## src/rtl/sat_pkg.sv

```systemverilog
package sat_pkg;
  localparam int unsigned SAT_CODE_W     = 6;
  localparam int unsigned SAT_SETTLE_DEF = 50_000_000;

  // Encoding is {pwr_sel1, pwr_sel0}.
  typedef enum logic [1:0] {
    PUP_FULL = 2'b00,
    PUP_HIGH = 2'b01,
    PUP_MID  = 2'b10,
    PUP_ZERO = 2'b11
  } pup_sel_e;
endpackage

```

## src/rtl/sat_sync.sv

```systemverilog
module sat_sync #(
  parameter int unsigned WIDTH  = 4,
  parameter int unsigned STAGES = 2
) (
  input  logic             clk,
  input  logic             rst_n,
  input  logic [WIDTH-1:0] async_i,
  output logic [WIDTH-1:0] sync_o
);
  generate
    for (genvar b = 0; b < WIDTH; b++) begin : g_bit
      logic [STAGES-1:0] chain_q;
      always_ff @(posedge clk or negedge rst_n) begin
        if (!rst_n) chain_q <= '0;
        else        chain_q <= {chain_q[STAGES-2:0], async_i[b]};
      end
      assign sync_o[b] = chain_q[STAGES-1];
    end
  endgenerate
endmodule

```

## src/rtl/sat_settle.sv

```systemverilog
module sat_settle #(
  parameter int unsigned SETTLE_CYC = 64
) (
  input  logic clk,
  input  logic rst_n,
  output logic expire,
  output logic settled
);
  localparam int unsigned CW   = $clog2(SETTLE_CYC + 1);
  localparam logic [CW-1:0] LAST = CW'(SETTLE_CYC - 1);

  logic [CW-1:0] cnt_q;
  logic          done_q;

  assign expire  = !done_q && (cnt_q == LAST);
  assign settled = done_q;

  always_ff @(posedge clk or negedge rst_n) begin
    if (!rst_n) begin
      cnt_q  <= '0;
      done_q <= 1'b0;
    end else if (!done_q) begin
      if (expire) done_q <= 1'b1;
      else        cnt_q  <= cnt_q + 1'b1;
    end
  end

  assert_settle_sticky_R2: assert property (@(posedge clk) disable iff (!rst_n)
    done_q |=> done_q);
  assert_count_bound_R2: assert property (@(posedge clk) disable iff (!rst_n)
    !done_q |-> (cnt_q <= LAST));
endmodule

```

## src/rtl/sat_apply.sv

```systemverilog
module sat_apply
  import sat_pkg::*;
#(
  parameter int unsigned W = 6
) (
  input  logic         clk,
  input  logic         rst_n,
  input  logic         expire,
  input  logic         settled,
  input  logic [W-1:0] word_n,
  input  logic         le,
  input  logic         ser,
  input  logic [1:0]   pup,
  output logic [W-1:0] atten
);
  function automatic logic [W-1:0] pup_code(input logic [1:0] sel);
    case (pup_sel_e'(sel))
      PUP_FULL: pup_code = '1;
      PUP_HIGH: pup_code = {2'b11, {(W-2){1'b0}}};
      PUP_MID:  pup_code = {1'b1, {(W-1){1'b0}}};
      default:  pup_code = '0;
    endcase
  endfunction

  logic [W-1:0] atten_q;
  logic [W-1:0] next_code;
  logic         load;

  always_comb begin
    load      = 1'b0;
    next_code = atten_q;
    if (expire) begin
      load      = 1'b1;
      next_code = le ? ~word_n : pup_code(pup);
    end else if (settled && !ser && le) begin
      load      = 1'b1;
      next_code = ~word_n;
    end
  end

  always_ff @(posedge clk or negedge rst_n) begin
    if (!rst_n)    atten_q <= '0;
    else if (load) atten_q <= next_code;
  end

  assign atten = atten_q;

  assert_zero_until_settled_R2: assert property (@(posedge clk) disable iff (!rst_n)
    !settled |-> (atten_q == '0));
  assert_hold_latch_low_R6: assert property (@(posedge clk) disable iff (!rst_n)
    ($past(settled) && !$past(le)) |-> $stable(atten_q));
  assert_hold_serial_R8: assert property (@(posedge clk) disable iff (!rst_n)
    ($past(settled) && $past(ser)) |-> $stable(atten_q));
  assert_pup_legal_R3: assert property (@(posedge clk) disable iff (!rst_n)
    ($past(expire) && !$past(le)) |->
      (atten_q == '1 || atten_q == '0 || atten_q == {2'b11, {(W-2){1'b0}}}
       || atten_q == {1'b1, {(W-1){1'b0}}}));
endmodule

```

## src/rtl/step_atten_ctrl.sv

```systemverilog
module step_atten_ctrl
  import sat_pkg::*;
#(
  parameter int unsigned CODE_W     = SAT_CODE_W,
  parameter int unsigned SETTLE_CYC = SAT_SETTLE_DEF
) (
  input  logic              clk,
  input  logic              rst_n,
  input  logic [CODE_W-1:0] ctl_n,
  input  logic              latch,
  input  logic              serial_sel,
  input  logic              pwr_sel0,
  input  logic              pwr_sel1,
  output logic [CODE_W-1:0] atten_code
);
  localparam int unsigned SYNC_W = CODE_W + 4;

  logic [SYNC_W-1:0] raw_in;
  logic [SYNC_W-1:0] syn;
  logic              expire;
  logic              settled;

  assign raw_in = {pwr_sel1, pwr_sel0, serial_sel, latch, ctl_n};

  sat_sync #(.WIDTH(SYNC_W), .STAGES(2)) u_sync (
    .clk    (clk),
    .rst_n  (rst_n),
    .async_i(raw_in),
    .sync_o (syn)
  );

  sat_settle #(.SETTLE_CYC(SETTLE_CYC)) u_settle (
    .clk    (clk),
    .rst_n  (rst_n),
    .expire (expire),
    .settled(settled)
  );

  sat_apply #(.W(CODE_W)) u_apply (
    .clk    (clk),
    .rst_n  (rst_n),
    .expire (expire),
    .settled(settled),
    .word_n (syn[CODE_W-1:0]),
    .le     (syn[CODE_W]),
    .ser    (syn[CODE_W+1]),
    .pup    (syn[CODE_W+3:CODE_W+2]),
    .atten  (atten_code)
  );
endmodule

```

## config.mk

```make
export PLATFORM = sky130hd
export DESIGN_NAME = step_atten_ctrl
export DESIGN_NICKNAME = d
export VERILOG_FILES = /design/src/rtl/sat_pkg.sv /design/src/rtl/sat_sync.sv /design/src/rtl/sat_settle.sv /design/src/rtl/sat_apply.sv /design/src/rtl/step_atten_ctrl.sv
export SDC_FILE = /design/constraint.sdc
export NUM_CORES = 1
export LEC_CHECK = 0
export ABC_AREA = 1
export BUFFER_PORTS_ARGS = -buffer_cell sky130_fd_sc_hd__buf_2
export CAP_MARGIN = 20
export CORE_MARGIN = 4
export CORE_UTILIZATION = 50
export DETAILED_ROUTE_END_ITERATION = 7
export PLACE_DENSITY_LB_ADDON = 0.1
export REMOVE_ABC_BUFFERS = 1
export SYNTH_ARGS = -nofsm -noshare
export SYNTH_HDL_FRONTEND = slang
export SYNTH_HIERARCHICAL = 1
export SYNTH_SLANG_ARGS = --single-unit
```

## constraint.sdc

```tcl
create_clock -name clk -period 2.3 [get_ports clk]
set_clock_uncertainty 0.15 [all_clocks]
set_input_delay 0.345 -clock clk [delete_from_list [all_inputs] [get_ports clk]]
set_output_delay 0.345 -clock clk [all_outputs]
set_load 0.03 [all_outputs]
```

==> summary.txt, run 1 <==
Cells and area
  • Fin area: around 2900 um2
  • Area grow syn2layout: 11.16%
  • # fillers: 442
  • Layout Nets: around 350
  • Most frequent cells in the layout: nand2_1, dfrtp_1, nor2_1
  • Share of layout cells above drive strength 1: 0.1351
  • Final instance count without filler cells: 400
  • Most common cell after layout, fill and taps aside: nand2_1
  • Antenna cells: 0

Setup path
  • Reg2reg setup slack: 0.31 ns
  • Crit path to: u_apply/atten[1]
  • Crit-path slowest cell: dfrtp_1
  • End of the worst register-to-register path: u_apply/atten[1]
  • Startpoint Class: flip-flop
  • Crit path DAT: 2.05 ns
  • Worst Path Required: 2.36 ns
  • Largest fanout on the critical path: 5
  • Crit path launch: u_settle/cnt_q[0]
  • CP Capture Type: flip-flop
  • Crit Path Class: flip-flop to flip-flop
  • R2r worst-path depth: 12
  • FF-to-FF Start: u_settle/cnt_q[0]
  • Worst path cell trace: ha_1 > inv_1 > nor2_8 > nand2_4 > inv_1 > nand2_1 > nor3_2 > inv_2 > nor2_2 > nand2_2 > nand3_1 > nand2_1
  • Crit path largest cell delay: 0.40 ns

Global routing
  • Initial antenna violation count: 0
  • First-pass GRT wire length: 8445 um
  • Largest net degree at the start of global routing: 54
  • GRT Total Usage: 0.1749
  • Vias in the first global route: ~1800
  • Grt ovf: 0

Status
  • Failing checks: hold timing
  • Status: finished with violations

Synthesis
  • Distinct cells, synth: 24
  • Post-synthesis area per instance: 8.405 um2
  • Synth warnings: 6
  • Synth Cell Area: 2589 um2
  • Sequential element share of the synthesized area: 0.5123
  • Gate count of the mapped netlist: 308
  • Yosys reg bits: 53

Floorplan
  • CORE AREA: 4880 um2
  • Initial Util: 0.5305
  • Die Area: 6393 um2
  • I/O pins: 18
  • Chip width: 79.96 um
  • Chip height: 79.96 um
  • Core Rows: 25

Power and ir drop
  • Leakage: 1.425 nW
  • Net Switching: approximately 0.00037 W
  • Clock share of power: 0.363
  • Sw Ratio: 0.2371
  • Tot Pwr: 0.001573 W
  • Combinational power share: 0.029
  • Internal: between 0.001 and 0.0015 W
  • Seq pwr share: 0.608
  • Peak supply drop: 0.0003484 V
  • PwrDens: 546.6 nW/um2

Placement
  • HPWL after detailed placement: 3417 um
  • Placer Congestion: 0.8981
  • Number of buffers added on ports: 17
  • Pre-CTS WS: between 0.2 and 0.25 ns
  • Placed Cells incl. Taps: between 300 and 400
  • Cell Area, Placed: 2675 um2

Route
  • Routed Antenna Nets: 0
  • Vias: 1890
  • Vias/cell: 4.725
  • Initial DRC Count: 192
  • Routed wire per std cell: 12.20 um
  • 1st-pass router iterations: 4
  • Final wirelength: 4881 um
  • Drc violations: 0

Clock tree
  • CTS sink cnt: 53
  • CTS root buf: clkbuf_8
  • Clock Tree Buf Depth: 2
  • TritonCTS clock tree: yes
  • Htree depth: 2
  • Worst-Skew Late Latency: 0.31 ns
  • TritonCTS buffer count: 5
  • Setup bufs post-CTS: 0
  • Clock-pin transition on the worst setup and hold timing paths: 0.11 ns

Timing
  • Setup TNS: 0 ns
  • Final period util: 0.8655
  • Slew margin rel.: 0.5649
  • Hold Fails Final Rpt: 20
  • Fin crit period: 1.991 ns
  • Count of pins over their slew limit: 0
  • Final Setup Violations: 0
  • Hold WS: -0.03036 ns
  • RSZ-0062 raised after global routing: no
  • Worst-Margin Slew: 0.6527 ns
  • F_max: roughly 500 MHz
  • Final WS setup: between 0.3 and 0.4 ns

Flow run
  • Max-cap viol count: 0

Worst hold path
  • HP Class: input port to async pin
[synth_stat cells]
cell type,number,share of area
buf_4,10,0.029
buf_6,2,0.0087
clkinv_1,1,0.0014
dfrtp_1,53,0.51
ha_1,1,0.0048
inv_1,25,0.036
inv_2,4,0.0058
inv_4,1,0.0024
nand2_1,107,0.16
nand2_2,3,0.0073
nand2_4,2,0.0087
nand2_8,1,0.0077
nand3_1,27,0.052
nand3_4,2,0.014
nand3b_1,3,0.0087
nand4_1,6,0.015
nor2_1,32,0.046
nor2_2,2,0.0048
nor2_4,1,0.0043
nor2_8,1,0.0077
nor3_1,3,0.0058
o21ai_0,6,0.012
xnor2_1,10,0.034
xor2_1,5,0.017
[worst min path at each step]
stage,cells past startpoint,to,slack (ns),from
final,2,u_settle/cnt_q[11],-0.03,rst_n
after global routing,2,u_settle/cnt_q[10],0.03,rst_n
after CTS,2,u_settle/cnt_q[7],0.007,rst_n
after detailed placement,0,u_sync/g_bit[2].chain_q[1],0.18,u_sync/g_bit[2].chain_q[0]
after global placement,0,u_sync/g_bit[3].chain_q[1],0.18,u_sync/g_bit[3].chain_q[0]
after floorplan,0,u_apply/atten[0],-0.10,rst_n
[what timing repair did]
action	CTS	global route
endpoints found under the hold margin	10	0
endpoints found under the setup margin	0	5
gates resized for setup	0	1
hold buffers	10	0
[power groups by stage]
stage	clock network [W]	registers, W	logic [W]
after floorplan	0	0.000972	0.00000541
after global placement	0	0.000974	0.0000349
after detailed placement	0	0.000974	0.0000348
after CTS	0.000592	0.000956	0.0000481
after global routing	0.000638	0.000958	0.0000545
final	0.000571	0.000956	0.0000462
[through the flow]
step / hold WS, ns / util
floorplan: -0.1006 / -
global placement: 0.1824 / 0.5482
detailed placement: 0.1847 / 0.5482
CTS: 0.007198 / 0.5887
global route: 0.02824 / 0.5897
finish: -0.03036 / 0.5897
[flip-flops by register name, indices dropped and copies added, names as in the netlist]
signal and count:
u_sync/g_bit.chain_q 20, u_apply/atten 6, u_settle/cnt_q 26, u_settle/settled 1
[critical path, delay by kind of cell (launching register included)]
family	cells	cell delay (ns)
flip-flops	1	0.40
buffers and inverters	3	0.24
adder cells (fa/ha/maj)	1	0.20
AND/OR/NAND/NOR	8	0.89
[cell type report]
cell class | count | area, um2 | area share
Tap cell | 67 | 83.83 | 0.02913
Clock buffer | 5 | 68.82 | 0.02391
Sequential cell | 53 | 1326 | 0.4609
Clock inverter | 3 | 28.78 | 0.01000
Multi-Input combinational cell | 212 | 1051 | 0.3652
Inverter | 31 | 118.9 | 0.04130
Timing Repair Buffer | 29 | 200.2 | 0.06957
[per-layer routing]
| layer | part of all wire | track usage | vias up |
|---|---|---|---|
| met4 | 0.023 | 0.07601 | 0 |
| met3 | 0.042 | 0.03837 | 9 |
| met5 | 0 | 0 | - |
| met1 | 0.50 | 0.2551 | 845 |
| li1 | - | - | 996 |
| met2 | 0.43 | 0.2483 | 40 |
[cells by family after synthesis]
family / Yosys count / synth area share
AND/OR/NAND/NOR: 190 / 0.3369
AO/OA/AOI/OAI: 6 / 0.01160
XOR/XNOR: 15 / 0.05075
buffers and inverters: 43 / 0.08361
adder cells (fa/ha/maj): 1 / 0.004832
flip-flops: 53 / 0.5123
Power figures use the tool's default switching activity.
==> run 2, diff against run 1 <==
--- a/config.mk
+++ b/config.mk
@@ -9,9 +9,10 @@
 export BUFFER_PORTS_ARGS = -buffer_cell sky130_fd_sc_hd__buf_2
 export CAP_MARGIN = 20
 export CORE_MARGIN = 4
-export CORE_UTILIZATION = 50
+export CORE_UTILIZATION = 35
+export CTS_CLUSTER_DIAMETER = 80
 export DETAILED_ROUTE_END_ITERATION = 7
-export PLACE_DENSITY_LB_ADDON = 0.1
+export PLACE_DENSITY_LB_ADDON = 0.15
 export REMOVE_ABC_BUFFERS = 1
 export SYNTH_ARGS = -nofsm -noshare
 export SYNTH_HDL_FRONTEND = slang
==> run 2 against run 1 <==
  * The flow now finishes without violations
  * Highest routed layer unchanged
  * Routed wire length increased by 3.9%
  * Critical path depth unchanged
  * Total power increased by 0.23%
  * Combinational power increased by 8.4%
  * Final cell count increased by 8.3%
  * Cell area increased by 2.2%
  * Hold slack improved by 0.24 ns
==> summary.txt, run 2 (synthesized netlist as in run 1, its figures left out) <==
Global routing
  • Largest net degree at the start of global routing: 30 (-44%)
  • Initial antenna violation count: 0 (unchanged)
  • Grt ovf: 0 (unchanged)
  • GRT Total Usage: 0.1261 (-0.04880)
  • Vias in the first global route: 1869 (+4.8%)
  • First-pass GRT wire length: 8666 um (+2.6%)

Clock tree
  • TritonCTS buffer count: 5 (unchanged)
  • Htree depth: 2 (unchanged)
  • CTS root buf: clkbuf_8
  • Worst-Skew Late Latency: 0.31 ns (about the same)
  • CTS sink cnt: 53 (unchanged)
  • TritonCTS clock tree: yes
  • Clock-pin transition on the worst setup and hold timing paths: 0.11 ns (about the same)
  • Clock Tree Buf Depth: 2 (unchanged)

Setup path
  • Cell family contributing the most delay on the critical path: simple AND/OR/NAND/NOR gates
  • Crit path launch: u_settle/cnt_q[0]
  • Crit path DAT: 2.09 ns (+0.04 ns)
  • CP Capture Type: flip-flop
  • Worst path cell trace: ha_1 > inv_1 > nor2_8 > nand2_4 > inv_1 > nand2_1 > nor3_2 > inv_2 > nor2_2 > nand2_2 > nand3_1 > nand2_1
  • Reg2reg setup slack: 0.27 ns (-0.04 ns)
  • Crit-path slowest cell: dfrtp_1
  • Largest fanout on the critical path: 5 (unchanged)
  • Worst Path Required: 2.36 ns (about the same)
  • Startpoint Class: flip-flop
  • CP Buf/Inv Count: 3 (unchanged)
  • R2r worst-path depth: 12 (unchanged)
  • End of the worst register-to-register path: u_apply/atten[0]
  • FF-to-FF Start: u_settle/cnt_q[0]
  • Crit Path Class: flip-flop to flip-flop
  • Crit path largest cell delay: 0.40 ns (about the same)

Timing
  • F_max: 493.4 MHz (-1.8%)
  • Slew margin rel.: 0.6116 (+0.04673)
  • Final period util: 0.8813 (+0.01574)
  • Hold Fails Final Rpt: 0 (-100%)
  • Setup TNS: 0 ns (unchanged)
  • Count of pins over their slew limit: 0 (unchanged)
  • RSZ-0062 raised after global routing: no
  • Fin crit period: 2.027 ns (+0.03620 ns)
  • Final Setup Violations: 0 (unchanged)
  • Worst-Margin Slew: 0.5826 ns (-0.07010 ns)

Cells and area
  • Largest register FFs: 26 (unchanged)
  • Most frequent cells in the layout: nand2_1, dfrtp_1, nor2_1
  • Post-layout util: 0.4076 (-0.1822)
  • Fin area: 2940 um2 (+2.2%)
  • # fillers: 743 (+68%)
  • Top reg by flops: u_settle/cnt_q
  • Area grow syn2layout: 13.58%
  • Most common cell after layout, fill and taps aside: nand2_1
  • Share of layout cells above drive strength 1: 0.1347 (-0.0004046)
  • Final instance count without filler cells: 433 (+8.3%)
  • Antenna cells: 0 (unchanged)
  • Layout Nets: 346 (+0.29%)

Power and ir drop
  • Tot Pwr: 0.001577 W (+0.23%)
  • PwrDens: 536.2 nW/um2 (-1.9%)
  • Peak supply drop: 0.0002607 V (-25%)
  • Leakage: 1.433 nW (+0.59%)

Floorplan
  • Chip width: 94 um (+18%)
  • Die Area: 8836 um2 (+38%)
  • CORE AREA: 7214 um2 (+48%)
  • Chip height: 94 um (+18%)
  • Initial Util: 0.3588 (-0.1717)
  • I/O pins: 18 (unchanged)
  • Core Rows: 31 (+24%)

Placement
  • Placed Cells incl. Taps: 414 (+8.4%)
  • HPWL after detailed placement: 3820 um (+12%)
  • Cell Area, Placed: 2728 um2 (+2.0%)
  • Placer Congestion: 0.8431 (-6.1%)
  • Number of buffers added on ports: 17 (unchanged)

Route
  • Routed Antenna Nets: 0 (unchanged)
  • Routed wire per std cell: 11.71 um (-4.0%)
  • Initial DRC Count: 95 (-51%)
  • Vias/cell: 4.413 (-6.6%)
  • 1st-pass router iterations: 4 (unchanged)
  • Drc violations: 0 (unchanged)
  • Vias: 1911 (+1.1%)
  • Final wirelength: 5071 um (+3.9%)

Status
  • Status: finished, final reports clean

Worst hold path
  • Hold path cells: 0
  • Hold Crit Start: u_sync/g_bit[8].chain_q[0]
  • Worst Hold End: u_sync/g_bit[8].chain_q[1]
  • HP Class: flip-flop to flip-flop

Flow run
  • Max-cap viol count: 0 (unchanged)
-- run 2: cell count changes in the layout (fill, tap and decap cells not counted) --
cell           delta
dlygate4sd3_1     +1
buf_12            +1
inv_6             -1
buf_4             -1
clkinv_4          +1
-- run 2: metrics by stage --
stage                     hold slack, ns  setup WS, ns
final                             0.2079        0.2731
after detailed placement          0.1847        0.1957
after floorplan                  -0.1006        0.2923
after global placement            0.1829        0.2579
after global routing              0.2162       0.09155
after CTS                         0.2108        0.1612
-- run 2: area by class of cell --
class	instances	area, um2	area share
clock inverters	3	28.78	0.009787
inverters	31	118.9	0.04043
well taps	99	123.9	0.04213
flip-flops and latches	53	1326	0.4511
multi-input cells	212	1051	0.3574
repair buffers	30	222.7	0.07574
clock buffers	5	68.82	0.02340
-- run 2: report_power, final --
part | internal [W] | total [W] | switching (W) | leakage [nW]
Clock | 0.000228 | 0.000571 | 0.000342 | 0.0506
Sequential | 0.000949 | 0.000956 | 0.00000686 | 0.680
Combinational | 0.0000243 | 0.0000501 | 0.0000258 | 0.703
-- run 2: worst max path at each step --
stage,endpoint,slack [ns],cells after the start
2_1_floorplan,u_apply/atten[0],0.29,12
3_3_place_gp,u_apply/atten[3],0.26,12
3_5_place_dp,u_apply/atten[0],0.20,12
4_1_cts,u_apply/atten[0],0.16,12
5_1_grt,u_apply/atten[3],0.09,12
6_report,u_apply/atten[0],0.27,12
-- run 2: per-layer routing --
| layer | wire length (um) | part of all wire | global-route usage | vias up |
|---|---|---|---|---|
| met1 | 2611 | 0.51 | 0.1736 | 887 |
| met4 | 80 | 0.016 | 0.05174 | 0 |
| li1 | - | - | - | 998 |
| met5 | 0 | 0 | 0 | - |
| met2 | 2259 | 0.45 | 0.1928 | 18 |
| met3 | 121 | 0.024 | 0.02644 | 8 |
-- run 2: repair_timing --
action	CTS	global route
hold buffers	11	0
buffers inserted	0	0
gates resized for setup	0	1
endpoints found under the setup margin	0	2
endpoints found under the hold margin	34	0
==> run 3, diff against run 2 <==
==> constraint.sdc (replaced) <==
create_clock -name clk -period 1.8 [get_ports clk]
set_clock_uncertainty 0.15 [all_clocks]
set_input_delay 0.27 -clock clk [delete_from_list [all_inputs] [get_ports clk]]
set_output_delay 0.27 -clock clk [all_outputs]
set_load 0.03 [all_outputs]
==> run 3 against run 2 <==
  * Global-route usage up 1.7 points
  * Sequential power is 28% higher
  * Combinational power grew 32%
  * Clock-buffer cell count unchanged
  * First-iteration DRC count is 33% higher
  * Largest cell class unchanged
  * Register-to-register slack got worse by 0.22 ns
  * Fmax is 16% higher
  * Highest routed layer unchanged
  * Final cell count grew 9.0%
==> summary.txt, run 3 (synthesized netlist as in run 1, its figures left out) <==
Clock tree
  • Worst-Skew Late Latency: 0.32 ns (about the same)
  • CTS root buf: clkbuf_8
  • CTS sink cnt: 53 (unchanged)
  • Htree depth: 2 (unchanged)
  • TritonCTS buffer count: 5 (unchanged)
  • Clock Tree Buf Depth: 2 (unchanged)
  • TritonCTS clock tree: yes
  • Clock-pin transition on the worst setup and hold timing paths: 0.11 ns (about the same)

Cells and area
  • Layout Nets: 385 (+11%)
  • Most frequent cells in the layout: nand2_1, dfrtp_1, buf_4
  • Fin area: 3318 um2 (+13%)
  • Final instance count without filler cells: 472 (+9.0%)
  • Most common cell after layout, fill and taps aside: nand2_1
  • Antenna cells: 0 (unchanged)
  • Largest register FFs: 26 (unchanged)
  • Share of layout cells above drive strength 1: 0.2627 (+0.1280)
  • Top reg by flops: u_settle/cnt_q
  • # fillers: 724 (-2.6%)
  • Area grow syn2layout: 28.18%

Floorplan
  • I/O pins: 18 (unchanged)
  • CORE AREA: 7214 um2 (unchanged)
  • Initial Util: 0.3588 (unchanged)
  • Die Area: 8836 um2 (unchanged)
  • Core Rows: 31 (unchanged)
  • Chip width: 94 um (unchanged)
  • Chip height: 94 um (unchanged)

Setup path
  • FF-to-FF Start: u_settle/cnt_q[9]
  • Worst Path Required: 1.87 ns (-0.49 ns)
  • R2r worst-path depth: 10 (-2)
  • CP Capture Type: flip-flop
  • Crit Path Class: flip-flop to flip-flop
  • Largest fanout on the critical path: 4 (-1)
  • Startpoint Class: flip-flop
  • Crit path DAT: 1.82 ns (-0.27 ns)
  • Crit path launch: u_settle/cnt_q[9]

Flow run
  • Max-cap viol count: 0 (unchanged)

Timing
  • Fin crit period: 1.751 ns (-0.2759 ns)
  • Worst-Margin Slew: 0.3933 ns (-0.1893 ns)
  • Count of pins over their slew limit: 0 (unchanged)
  • Slew margin rel.: 0.7378 (+0.1262)
  • Hold Fails Final Rpt: 0 (unchanged)
  • Final period util: 0.9728 (+0.09153)
  • Hold WS: 0.2074 ns (-0.0004210 ns)
  • Setup TNS: 0 ns (unchanged)
  • RSZ-0062 raised after global routing: yes
  • F_max: 571.1 MHz (+16%)
  • Final Setup Violations: 0 (unchanged)

Power and ir drop
  • Peak supply drop: 0.0003715 V (+43%)
  • Leakage: 1.644 nW (+15%)
  • Tot Pwr: 0.002014 W (+28%)
  • PwrDens: 607.0 nW/um2 (+13%)

Global routing
  • Vias in the first global route: 2147 (+15%)
  • Initial antenna violation count: 0 (unchanged)
  • First-pass GRT wire length: 9873 um (+14%)
  • GRT Total Usage: 0.1435 (+0.01743)
  • Grt ovf: 0 (unchanged)
  • Largest net degree at the start of global routing: 54 (+80%)

Route
  • Vias/cell: 4.428 (+0.33%)
  • Routed wire per std cell: 12.25 um (+4.6%)
  • Drc violations: 0 (unchanged)
  • Vias: 2090 (+9.4%)
  • Final wirelength: 5780 um (+14%)
  • Routed Antenna Nets: 0 (unchanged)
  • 1st-pass router iterations: 5 (+1)
  • Initial DRC Count: 126 (+33%)

Placement
  • Placer Congestion: 0.8458 (+0.32%)
  • Number of buffers added on ports: 17 (unchanged)
  • HPWL after detailed placement: 4156 um (+8.8%)
  • Placed Cells incl. Taps: 448 (+8.2%)
  • Cell Area, Placed: 2983 um2 (+9.4%)

Worst hold path
  • Hold Crit Start: u_sync/g_bit[8].chain_q[0]
  • Hold path cells: 0 (unchanged)
  • HP Class: flip-flop to flip-flop

Status
  • Status: finished, final reports clean
-- run 3: cell types whose count changed in the layout (fill, tap and decap cells not counted), moves of 2 or more --
cell     previous run  this run
inv_2               4         6
inv_1              25        23
nor2_4              1         5
nand3_1            27        23
nor2_1             32        27
buf_4               1        37
nand2_1           107       105
nand3_2             0         4
buf_6               0         3
-- run 3: per-layer routing --
layer	wire length [um]	part of all wire	vias to the layer above	GRT usage
li1	-	-	1072	-
met1	2792	0.48	975	0.1919
met2	2670	0.46	34	0.2295
met3	241	0.042	9	0.03446
met4	74	0.013	0	0.04452
met5	0	0	-	0
-- run 3: where the power goes --
part	total [W]	switching, W	internal [W]
combinational	0.0000660	0.0000345	0.0000315
sequential	0.00122	0.00000918	0.00121
clock	0.000727	0.000435	0.000292
total	0.00201	0.000479	0.00154
-- run 3: worst paths after layout --
kind / endpoint / slack (ns)
hold / removal: u_sync/g_bit[8].chain_q[1] / 0.21
setup / recovery: u_apply/atten[1] / 0.05
setup reg to reg: u_apply/atten[1] / 0.05
hold reg to reg: u_sync/g_bit[8].chain_q[1] / 0.21
min in group asynchronous: u_settle/cnt_q[7] / 0.32
max in group asynchronous: u_settle/cnt_q[13] / 0.92
-- run 3: stage by stage --
| stage | util | worst slack [ns] |
|---|---|---|
| floorplan | - | -0.2077 |
| global placement | 0.4135 | -0.09574 |
| detailed placement | 0.4135 | -0.1423 |
| CTS | 0.4454 | 0.002142 |
| global route | 0.4599 | -0.07727 |
| finish | 0.4599 | 0.04895 |
-- run 3: layout make-up --
class / instances / area (um2) / share of cell area
Sequential cell: 53 / 1326 / 0.3997
Inverter: 31 / 121.4 / 0.03658
Clock buffer: 5 / 68.82 / 0.02074
Clock inverter: 3 / 28.78 / 0.008673
Timing Repair Buffer: 69 / 526.8 / 0.1587
Tap cell: 99 / 123.9 / 0.03733
Multi-Input combinational cell: 212 / 1122 / 0.3382
-- run 3: worst max-delay path, cell delays in order, from the launching register on --
cell and delay [ns]:
dfrtp_1 0.41, nor2_2 0.14, nand2_1 0.10, nor2_4 0.14
nand2_2 0.07, nor3_4 0.19, inv_2 0.08, nor2_4 0.15
nand2_4 0.08, nand3_1 0.09, nand2_1 0.05
-- run 3: what timing repair did --
item                                   CTS  global route
endpoints found under the hold margin   63             0
setup endpoints to repair                6            24
pin swaps                                1            11
hold buffers                            11             0
resized for setup                        5            22
buffers inserted                         1             4
